$ cat config.mk
export PLATFORM = sky130hd
export DESIGN_NAME = lamp_scan
export DESIGN_NICKNAME = d
export VERILOG_FILES = /design/src/rtl/lamp_scan_pkg.sv /design/src/rtl/lamp_fb.sv /design/src/rtl/lamp_seq.sv /design/src/rtl/lamp_drive.sv /design/src/rtl/lamp_scan.sv
export SDC_FILE = /design/constraint.sdc
export NUM_CORES = 1
export LEC_CHECK = 0
export BUFFER_PORTS_ARGS = -buffer_cell sky130_fd_sc_hd__buf_2
export CORE_MARGIN = 2
export CORE_UTILIZATION = 40
export DETAILED_ROUTE_END_ITERATION = 10
export GPL_ROUTABILITY_DRIVEN = 1
export PLACE_DENSITY = 0.59
export SLEW_MARGIN = 30
export SYNTH_ARGS = -nofsm -noshare
export SYNTH_HDL_FRONTEND = slang
export SYNTH_HIERARCHICAL = 1
export SYNTH_SLANG_ARGS = --single-unit
$ cat constraint.sdc
create_clock -name clk -period 1.6 [get_ports clk]
set_input_delay 0.08 -clock clk [delete_from_list [all_inputs] [get_ports clk]]
set_output_delay 0.08 -clock clk [all_outputs]
set_load 0.02 [all_outputs]
$ cat src/rtl/lamp_scan_pkg.sv
package lamp_scan_pkg;

    typedef enum logic [1:0] {
        PH_IDLE,
        PH_BLANK,
        PH_SETUP,
        PH_DWELL
    } scan_phase_e;

endpackage

$ cat src/rtl/lamp_fb.sv
module lamp_fb #(
    parameter int NUM_ROWS = 9,
    parameter int COLS     = 8,
    parameter int ROW_W    = 4
) (
    input  logic             clk,
    input  logic             rst,
    input  logic             wr_en,
    input  logic [ROW_W-1:0] wr_row,
    input  logic [COLS-1:0]  wr_data,
    input  logic [ROW_W-1:0] rd_row,
    output logic [COLS-1:0]  rd_data
);

    logic [COLS-1:0] pat_d [NUM_ROWS];
    logic [COLS-1:0] pat_q [NUM_ROWS];

    // one register per row; an index past the last row matches no entry
    for (genvar g = 0; g < NUM_ROWS; g++) begin : g_row
        always_comb begin
            pat_d[g] = pat_q[g];
            if (wr_en && (wr_row == ROW_W'(g))) begin
                pat_d[g] = wr_data;
            end
        end

        always_ff @(posedge clk) begin
            if (rst) begin
                pat_q[g] <= '0;
            end else begin
                pat_q[g] <= pat_d[g];
            end
        end
    end

    assign rd_data = pat_q[rd_row];

endmodule

$ cat src/rtl/lamp_seq.sv
module lamp_seq
    import lamp_scan_pkg::*;
#(
    parameter int NUM_ROWS  = 9,
    parameter int ROW_W     = 4,
    parameter int BLANK_CYC = 4,
    parameter int DWELL_CYC = 8
) (
    input  logic             clk,
    input  logic             rst,
    input  logic             enable,
    output logic [ROW_W-1:0] row_idx,
    output logic             ev_clear,
    output logic             ev_load,
    output logic             ev_fire
);

    localparam int MAX_CYC = (BLANK_CYC > DWELL_CYC) ? BLANK_CYC : DWELL_CYC;
    localparam int CNT_W   = (MAX_CYC > 1) ? $clog2(MAX_CYC) : 1;
    localparam logic [CNT_W-1:0] BLANK_LAST = CNT_W'(BLANK_CYC - 1);
    localparam logic [CNT_W-1:0] DWELL_LAST = CNT_W'(DWELL_CYC - 1);
    localparam logic [ROW_W-1:0] ROW_LAST   = ROW_W'(NUM_ROWS - 1);

    typedef struct packed {
        scan_phase_e      phase;
        logic [CNT_W-1:0] cnt;
        logic [ROW_W-1:0] row;
    } seq_t;

    seq_t s_d, s_q;

    always_comb begin
        s_d      = s_q;
        ev_clear = 1'b0;
        ev_load  = 1'b0;
        ev_fire  = 1'b0;
        if (!enable) begin
            s_d.phase = PH_IDLE;
            s_d.row   = '0;
            ev_clear  = 1'b1;
        end else begin
            unique case (s_q.phase)
                PH_IDLE: begin
                    s_d.phase = PH_BLANK;
                    s_d.cnt   = BLANK_LAST;
                    s_d.row   = '0;
                end
                PH_BLANK: begin
                    if (s_q.cnt == '0) begin
                        s_d.phase = PH_SETUP;
                        ev_load   = 1'b1;
                    end else begin
                        s_d.cnt = s_q.cnt - 1'b1;
                    end
                end
                PH_SETUP: begin
                    s_d.phase = PH_DWELL;
                    s_d.cnt   = DWELL_LAST;
                    ev_fire   = 1'b1;
                end
                PH_DWELL: begin
                    if (s_q.cnt == '0) begin
                        s_d.phase = PH_BLANK;
                        s_d.cnt   = BLANK_LAST;
                        s_d.row   = (s_q.row == ROW_LAST) ? '0 : s_q.row + 1'b1;
                        ev_clear  = 1'b1;
                    end else begin
                        s_d.cnt = s_q.cnt - 1'b1;
                    end
                end
                default: s_d.phase = PH_IDLE;
            endcase
        end
    end

    always_ff @(posedge clk) begin
        if (rst) begin
            s_q <= '{phase: PH_IDLE, cnt: '0, row: '0};
        end else begin
            s_q <= s_d;
        end
    end

    assign row_idx = s_q.row;

endmodule

$ cat src/rtl/lamp_drive.sv
module lamp_drive #(
    parameter int MAIN_ROWS = 8,
    parameter int AUX_W     = 8,
    parameter int COLS      = 8,
    parameter int ROW_W     = 4
) (
    input  logic                 clk,
    input  logic                 rst,
    input  logic                 ev_clear,
    input  logic                 ev_load,
    input  logic                 ev_fire,
    input  logic [ROW_W-1:0]     row_idx,
    input  logic [COLS-1:0]      col_in,
    output logic [MAIN_ROWS-1:0] row_main,
    output logic [AUX_W-1:0]     row_aux,
    output logic [COLS-1:0]      col,
    output logic                 first_row_stb
);

    localparam int ALL_W = MAIN_ROWS + AUX_W;

    typedef struct packed {
        logic [MAIN_ROWS-1:0] main;
        logic [AUX_W-1:0]     aux;
        logic [COLS-1:0]      col;
        logic                 stb;
    } drv_t;

    drv_t d_d, d_q;
    logic [ALL_W-1:0] sel_vec;

    assign sel_vec = ALL_W'(1) << row_idx;

    always_comb begin
        d_d     = d_q;
        d_d.stb = 1'b0;
        if (ev_clear) begin
            d_d.main = '0;
            d_d.aux  = '0;
            d_d.col  = '0;
        end else if (ev_load) begin
            d_d.col = col_in;
        end else if (ev_fire) begin
            d_d.main = sel_vec[MAIN_ROWS-1:0];
            d_d.aux  = sel_vec[ALL_W-1:MAIN_ROWS];
            d_d.stb  = (row_idx == '0);
        end
    end

    always_ff @(posedge clk) begin
        if (rst) begin
            d_q <= '0;
        end else begin
            d_q <= d_d;
        end
    end

    assign row_main      = d_q.main;
    assign row_aux       = d_q.aux;
    assign col           = d_q.col;
    assign first_row_stb = d_q.stb;

endmodule

$ cat src/rtl/lamp_scan.sv
module lamp_scan #(
    parameter int NUM_ROWS  = 9,
    parameter int MAIN_ROWS = 8,
    parameter int AUX_W     = 8,
    parameter int COLS      = 8,
    parameter int ROW_W     = 4,
    parameter int BLANK_CYC = 4,
    parameter int DWELL_CYC = 8
) (
    input  logic                 clk,
    input  logic                 rst,
    input  logic                 enable,
    input  logic                 wr_en,
    input  logic [ROW_W-1:0]     wr_row,
    input  logic [COLS-1:0]      wr_data,
    output logic [MAIN_ROWS-1:0] row_main,
    output logic [AUX_W-1:0]     row_aux,
    output logic [COLS-1:0]      col,
    output logic                 first_row_stb
);

    logic [ROW_W-1:0] row_idx;
    logic [COLS-1:0]  fb_col;
    logic             ev_clear;
    logic             ev_load;
    logic             ev_fire;

    lamp_fb #(
        .NUM_ROWS(NUM_ROWS),
        .COLS    (COLS),
        .ROW_W   (ROW_W)
    ) u_fb (
        .clk    (clk),
        .rst    (rst),
        .wr_en  (wr_en),
        .wr_row (wr_row),
        .wr_data(wr_data),
        .rd_row (row_idx),
        .rd_data(fb_col)
    );

    lamp_seq #(
        .NUM_ROWS (NUM_ROWS),
        .ROW_W    (ROW_W),
        .BLANK_CYC(BLANK_CYC),
        .DWELL_CYC(DWELL_CYC)
    ) u_seq (
        .clk     (clk),
        .rst     (rst),
        .enable  (enable),
        .row_idx (row_idx),
        .ev_clear(ev_clear),
        .ev_load (ev_load),
        .ev_fire (ev_fire)
    );

    lamp_drive #(
        .MAIN_ROWS(MAIN_ROWS),
        .AUX_W    (AUX_W),
        .COLS     (COLS),
        .ROW_W    (ROW_W)
    ) u_drv (
        .clk          (clk),
        .rst          (rst),
        .ev_clear     (ev_clear),
        .ev_load      (ev_load),
        .ev_fire      (ev_fire),
        .row_idx      (row_idx),
        .col_in       (fb_col),
        .row_main     (row_main),
        .row_aux      (row_aux),
        .col          (col),
        .first_row_stb(first_row_stb)
    );

endmodule

==> flow_metrics.env, run 1 <==
export IMPL_outcome="completed"
export IMPL_cts_buffer_depth=2
export IMPL_synth_edff_count=72
export IMPL_drc=0
export IMPL_r2r_end="u_drv/col[5]$_SDFFE_PP0P_"
export IMPL_slowest_stage="dfxtp_4"
export IMPL_ys_types=45
export IMPL_final_max_slew_violation_count=0
export IMPL_die_area_mm2=0.0132
export IMPL_ys_seq_area_frac=0.578
export IMPL_place_ws_ns=-0.0908
export IMPL_drt_iter0_drc=265
export IMPL_wl_per_cell_um=16.8
export IMPL_ff2ff_path_depth=6
export IMPL_worstHoldStart="rst"
export IMPL_syn_nets=426
export IMPL_synthArstFlopShare=0
export IMPL_yosys_area_share_simple=0.178
export IMPL_synth_most_common_cell="and2_1"
export IMPL_synth_compound_area_share=0.103
export IMPL_yosysTopAreaCell="edfxtp_1"
export IMPL_synthTopCellsByArea="edfxtp_1 44%, dfxtp_1 14%, and2_1 9.3%, mux2i_1 5.1%, mux2_2 3.7%"
export IMPL_start_kind="flop"
export IMPL_end_kind="flop"
export IMPL_synth_cells=401
export IMPL_final_nets=485
export IMPL_worst_slew_pin_slew_ns=0.706
export IMPL_grt_max_degree=23
export IMPL_fp_dieW_um=115
export IMPL_num_rows=40
export IMPL_cp_cell_sequence="buf_12, mux2_2, o22ai_1, o31ai_1, mux2i_1, nor2_1"
export IMPL_cts_hold_buf=0
export IMPL_synth_common_cells="73 x and2_1, 72 x edfxtp_1, 34 x dfxtp_1"
export IMPL_period_share=0.971
export IMPL_grt_pass1_wl_um=16300
export IMPL_hold_class="input pin to flop"
export IMPL_synth_main_ff_cell="edfxtp_1"
export IMPL_fin_skew_ns=0.00713
export IMPL_tritoncts="built"
export IMPL_worstPathRequired_ns=1.84
export IMPL_fin_cells=611
export IMPL_start_util=0.410
export IMPL_fmax_mhz=644
export IMPL_clockRootBuffer="clkbuf_16"
export IMPL_r2r_start="u_seq/row_idx[0]$_SDFFE_PP0P_"
export IMPL_crit_fanout=22
export IMPL_muxShareOfSynthArea=0.0875
export IMPL_arrival_ns=1.79
export IMPL_yosys_area_share_xor_xnor=0
export IMPL_slowest_delay_ns=0.37
export IMPL_drv_cap=0
export IMPL_synth_top_area_frac=0.439
export IMPL_clk_latency_ns=0.34
export IMPL_ios=41
export IMPL_cp_num_cells=6
export IMPL_peakVddDrop_mv=0.564
export IMPL_dp_cells=594
export IMPL_clkTransAtPathRegs_ns=0.07
export IMPL_report_power_total_mw=5.42
export IMPL_ant_nets=0
export IMPL_synth_seq_cells=106
export IMPL_p_leak_nw=2.12
export IMPL_worst_path_buf_inv=1
export IMPL_grt_overflow=0
export IMPL_rsz0062_at_grt="yes"
export IMPL_cts_made_buffers=9
export IMPL_n_fill_cell=1117
export IMPL_antenna_found_initial=0
export IMPL_path_delay_family="multiplexers"
export IMPL_finalWorstSetupSlack_ns=0.0464
export IMPL_min_period_ns=1.55
export IMPL_powerDensity_mw_per_mm2=935
export IMPL_track_usage=0.166
export IMPL_syn_avg_cell_area_um2=12.3
export IMPL_viasPerCell=5.11
export IMPL_reg2reg_slack_ns=0.05
export IMPL_cts_sinks=106
export IMPL_hold_violations=0
export IMPL_relSlewSlack=0.526
export IMPL_dpl_hpwl_um=7270
export IMPL_netlist_area_mm2=0.00492
export IMPL_port_buffer_count=40
export IMPL_firstDrtPassIters=4
export IMPL_routed_wl_um=10300
export IMPL_min_to="u_seq/s_q[5]$_SDFFE_PP0P_"
export IMPL_die_height_um=115
export IMPL_finalSetupViolCount=0
export IMPL_drive_gt1_frac=0.274
export IMPL_whs_path_depth=2
export IMPL_core_area_mm2=0.0120
export IMPL_synth_top_family_by_area="simple AND/OR/NAND/NOR gates"
export IMPL_grt_pass1_vias=3062
export IMPL_ys_warn_count=6
export IMPL_htreeDepth=3
export IMPL_synthAdderAreaFrac=0.0229
export IMPL_antenna_cells=0
export IMPL_gp_congestion=0.817
export IMPL_vias=3120
export IMPL_syn_to_final_growth_pct=17.9
export IMPL_critPathKind="flop to flop"
## registers in the layout, indices dropped and copies added, names as in the netlist
register / flops
u_drv/row_aux: 8
u_drv/first_row_stb: 1
u_seq/s_q: 5
u_fb/pat_q: 72
u_drv/row_main: 8
u_drv/col: 8
u_seq/row_idx: 4
## power breakdown
group	total (mW)	leakage, nW	internal, mW	switching (mW)
sequential	3.07	0.966	3.04	0.0350
clock	1.96	0.122	1.04	0.921
combinational	0.388	1.03	0.152	0.235
## routing by layer
| layer | global-route usage | wire [um] | vias up |
|---|---|---|---|
| met2 | 0.272 | 5140 | 58 |
| li1 | - | - | 1574 |
| met4 | 0.0410 | 35 | 0 |
| met3 | 0.0485 | 313 | 2 |
| met5 | 0 | 0 | - |
| met1 | 0.219 | 4800 | 1486 |
## layout by cell type, fill, tap and decap left out, types with 3 or more instances in the layout
cell type	count
mux2i_1	25
buf_4	20
buf_12	4
nand2_2	4
nand3_1	3
o21ai_0	7
nand2b_1	7
and2_1	72
a21oi_1	4
inv_1	11
edfxtp_1	72
nand2_1	18
mux2_2	16
a211oi_1	3
o2bb2ai_1	16
buf_2	40
clkbuf_16	9
nor2_1	21
dfxtp_1	31
nor2_2	4
ha_1	6
o31ai_1	9
a22o_1	8
o22ai_1	7
## worst max path at each step
stage | start | to
floorplan | u_seq/row_idx[0]$_SDFFE_PP0P_ | u_drv/col[5]$_SDFFE_PP0P_
global placement | u_seq/s_q[7]$_SDFFE_PP0P_ | u_drv/row_main[4]$_SDFFE_PP0P_
detailed placement | u_seq/s_q[7]$_SDFFE_PP0P_ | u_drv/row_aux[0]$_SDFFE_PP0P_
CTS | u_seq/s_q[4]$_SDFFE_PP0P_ | u_drv/row_aux[4]$_SDFFE_PP0P_
global route | u_seq/row_idx[0]$_SDFFE_PP0P_ | u_drv/col[5]$_SDFFE_PP0P_
finish | u_seq/row_idx[0]$_SDFFE_PP0P_ | u_drv/col[5]$_SDFFE_PP0P_
## kinds of logic (layout without fill, tap and decap cells)
logic type | count (synthesis) | after routing
AND/OR/NAND/NOR | 151 | 151
buffers and inverters | 29 | 92
adder cells (fa/ha/maj) | 9 | 9
flip-flops | 106 | 106
multiplexers | 41 | 41
AO/OA/AOI/OAI | 65 | 65
## layout make-up
| type | count | area, um^2 | area share |
|---|---|---|---|
| Clock buffer | 10 | 229 | 0.0395 |
| Clock inverter | 5 | 32.5 | 0.00561 |
| Inverter | 13 | 48.8 | 0.00841 |
| Multi-Input combinational cell | 266 | 2030 | 0.349 |
| Sequential cell | 106 | 2850 | 0.491 |
| Tap cell | 147 | 184 | 0.0317 |
| Timing Repair Buffer | 64 | 430 | 0.0742 |
## through the flow
stage                     hold WS (ns)   util  area (um^2)  TNS, ns
after floorplan                  0.153      -         4930  -0.0289
after global placement           0.440  0.451         5420   -0.414
after detailed placement         0.445  0.451         5420    -1.25
after CTS                       0.0987  0.476         5720        0
after global routing             0.117  0.483         5800  -0.0174
final                            0.126  0.483         5800        0
## repair_timing
item	4_1_cts	5_1_grt
gates resized for setup	10	15
buffers inserted	0	2
pin swaps	0	1
setup endpoints to repair	23	26
cloned	0	0
No activity file was read; power rests on OpenSTA's default activity.
==> run 2: changes to the inputs <==
--- a/config.mk
+++ b/config.mk
@@ -7,10 +7,10 @@
 export LEC_CHECK = 0
 export BUFFER_PORTS_ARGS = -buffer_cell sky130_fd_sc_hd__buf_2
 export CORE_MARGIN = 2
-export CORE_UTILIZATION = 40
+export CORE_UTILIZATION = 54
 export DETAILED_ROUTE_END_ITERATION = 10
 export GPL_ROUTABILITY_DRIVEN = 1
-export PLACE_DENSITY = 0.59
+export PLACE_DENSITY = 0.76
 export SLEW_MARGIN = 30
 export SYNTH_ARGS = -nofsm -noshare
 export SYNTH_HDL_FRONTEND = slang
==> flow_metrics.env, run 2 (same netlist as run 1, synthesis figures left out) <==
export IMPL_outcome="finished, violations left"
export IMPL_violations="setup timing"
export IMPL_relSlewSlack=0.367
export IMPL_min_period_ns=1.61
export IMPL_final_nets=498
export IMPL_grt_pass1_vias=3366
export IMPL_end_kind="flop"
export IMPL_worstPathRequired_ns=1.90
export IMPL_cts_sinks=106
export IMPL_track_usage=0.230
export IMPL_dpl_hpwl_um=7650
export IMPL_syn_to_final_growth_pct=19.3
export IMPL_drc=0
export IMPL_ant_nets=0
export IMPL_r2r_start="u_seq/row_idx[0]$_SDFFE_PP0P_"
export IMPL_start_util=0.561
export IMPL_p_int_mw=3.85
export IMPL_critPathLaunch="u_seq/row_idx[0]$_SDFFE_PP0P_"
export IMPL_cp_cell_sequence="buf_12, mux2i_1, a22o_1, o31ai_1, mux2i_1, nor2_1"
export IMPL_finalWorstSetupSlack_ns=-0.00578
export IMPL_final_cell_mix="73 x and2_1, 72 x edfxtp_1, 40 x buf_2, 30 x buf_4, 30 x dfxtp_1"
export IMPL_p_seq_frac=0.600
export IMPL_pwr_share_comb=0.081
export IMPL_p_sw_frac=0.249
export IMPL_drv_cap=0
export IMPL_arrival_ns=1.91
export IMPL_cts_hold_buf=0
export IMPL_die_height_um=99.5
export IMPL_core_area_mm2=0.00876
export IMPL_n_fill_cell=621
export IMPL_htreeDepth=3
export IMPL_clk_latency_ns=0.37
export IMPL_slowest_delay_ns=0.40
export IMPL_cts_buffer_depth=2
export IMPL_powerDensity_mw_per_mm2=874
export IMPL_antenna_cells=0
export IMPL_tritoncts="built"
export IMPL_worst_slew_pin_slew_ns=0.942
export IMPL_clockRootBuffer="clkbuf_8"
export IMPL_gp_congestion=0.854
export IMPL_start_kind="flop"
export IMPL_wl_per_cell_um=18.7
export IMPL_ios=41
export IMPL_multi_input_area_mm2=0.00208
export IMPL_vias=3321
export IMPL_switchingPower_mw=1.28
export IMPL_die_area_mm2=0.00989
export IMPL_drive_gt1_frac=0.318
export IMPL_routed_wl_um=11000
export IMPL_place_ws_ns=-0.0566
export IMPL_regMostFlops="u_fb/pat_q"
export IMPL_ff_latch_area_mm2=0.00286
export IMPL_p_clk_frac=0.319
export IMPL_rsz0062_at_grt="yes"
export IMPL_layout_commonest_cell="and2_1"
export IMPL_peakVddDrop_mv=0.555
export IMPL_worstHoldStart="enable"
export IMPL_grt_pass1_wl_um=17300
export IMPL_hold_violations=0
export IMPL_slowest_stage="dfxtp_4"
export IMPL_port_buffer_count=40
export IMPL_clkTransAtPathRegs_ns=0.12
export IMPL_post_route_util=0.669
export IMPL_fp_dieW_um=99.5
export IMPL_drt_iter0_drc=171
export IMPL_finalSetupViolCount=1
export IMPL_p_leak_nw=2.20
export IMPL_setup_tns_ns=-0.00578
export IMPL_final_max_slew_violation_count=0
export IMPL_grt_overflow=0
export IMPL_hold_class="input pin to flop"
export IMPL_fin_skew_ns=0.0164
export IMPL_crit_fanout=9
export IMPL_firstDrtPassIters=4
export IMPL_dp_cells=569
export IMPL_path_common_cell="mux2i_1"
export IMPL_grt_max_degree=20
export IMPL_cts_made_buffers=9
export IMPL_antenna_found_initial=0
export IMPL_fmax_mhz=623
export IMPL_period_share=1.00
export IMPL_num_rows=34
export IMPL_fin_cells=586
export IMPL_viasPerCell=5.67
export IMPL_critPathKind="flop to flop"
export IMPL_largest_register_ffs=72
run 2: changes by cell type in the layout (fill, tap and decap cells not counted), sizes merged:
cell / change
clkinvlp: -2
clkinv: -2
inv: +5
buf: +13
run 2: final timing paths:
check,end,slack [ns],depth (start not counted)
max reg2reg,u_drv/col[4]$_SDFFE_PP0P_,-0.006,6
min reg2reg,u_drv/row_main[0]$_SDFFE_PP0P_,0.47,1
max,u_drv/col[4]$_SDFFE_PP0P_,-0.006,6
min,u_seq/s_q[6]$_SDFFE_PP0P_,0.08,3
run 2: stage by stage:
step / cell area [um^2] / hold slack, ns / total power, mW
2_1_floorplan: 4930 / 0.153 / 3.34
3_3_place_gp: 5500 / 0.443 / 3.50
3_5_place_dp: 5500 / 0.441 / 3.52
4_1_cts: 5700 / 0.0645 / 5.11
5_1_grt: 5870 / 0.0798 / 5.29
6_report: 5870 / 0.0778 / 5.13
run 2: routing by layer:
metal  GRT usage  wire, um  up-vias
li1            -         -     1591
met1       0.327      5100     1652
met2       0.361      5290       64
met3      0.0379       375       14
met4      0.0832       197        0
met5           0         0        -
run 2: critical path: cells and delay by family, from the launching register on:
family          cells  cell delay (ns)
simple gates        1             0.17
buf+inv             1             0.15
flops               1             0.40
mux                 2             0.25
compound gates      2             0.57
run 2: power by group through the flow:
stage          Sequential, mW  Clock, mW  Combinational [mW]
2_1_floorplan            3.13          0               0.213
3_3_place_gp             3.13          0               0.374
3_5_place_dp             3.14          0               0.387
4_1_cts                  3.07       1.65               0.388
5_1_grt                  3.09       1.75               0.452
6_report                 3.08       1.64               0.416
run 2: area by class of cell:
type,count,area share
inverters,13,0.00874
multi-input cells,266,0.355
repair buffers,77,0.0940
well taps,108,0.0230
clock inverters,6,0.00938
clock buffers,10,0.0235
flip-flops and latches,106,0.487
run 2: timing repair:
item                                   CTS  global route
pin swaps                                0             2
endpoints found under the hold margin    0             0
buffers inserted                         0             1
setup endpoints to repair               20            26
resized for setup                        3            40
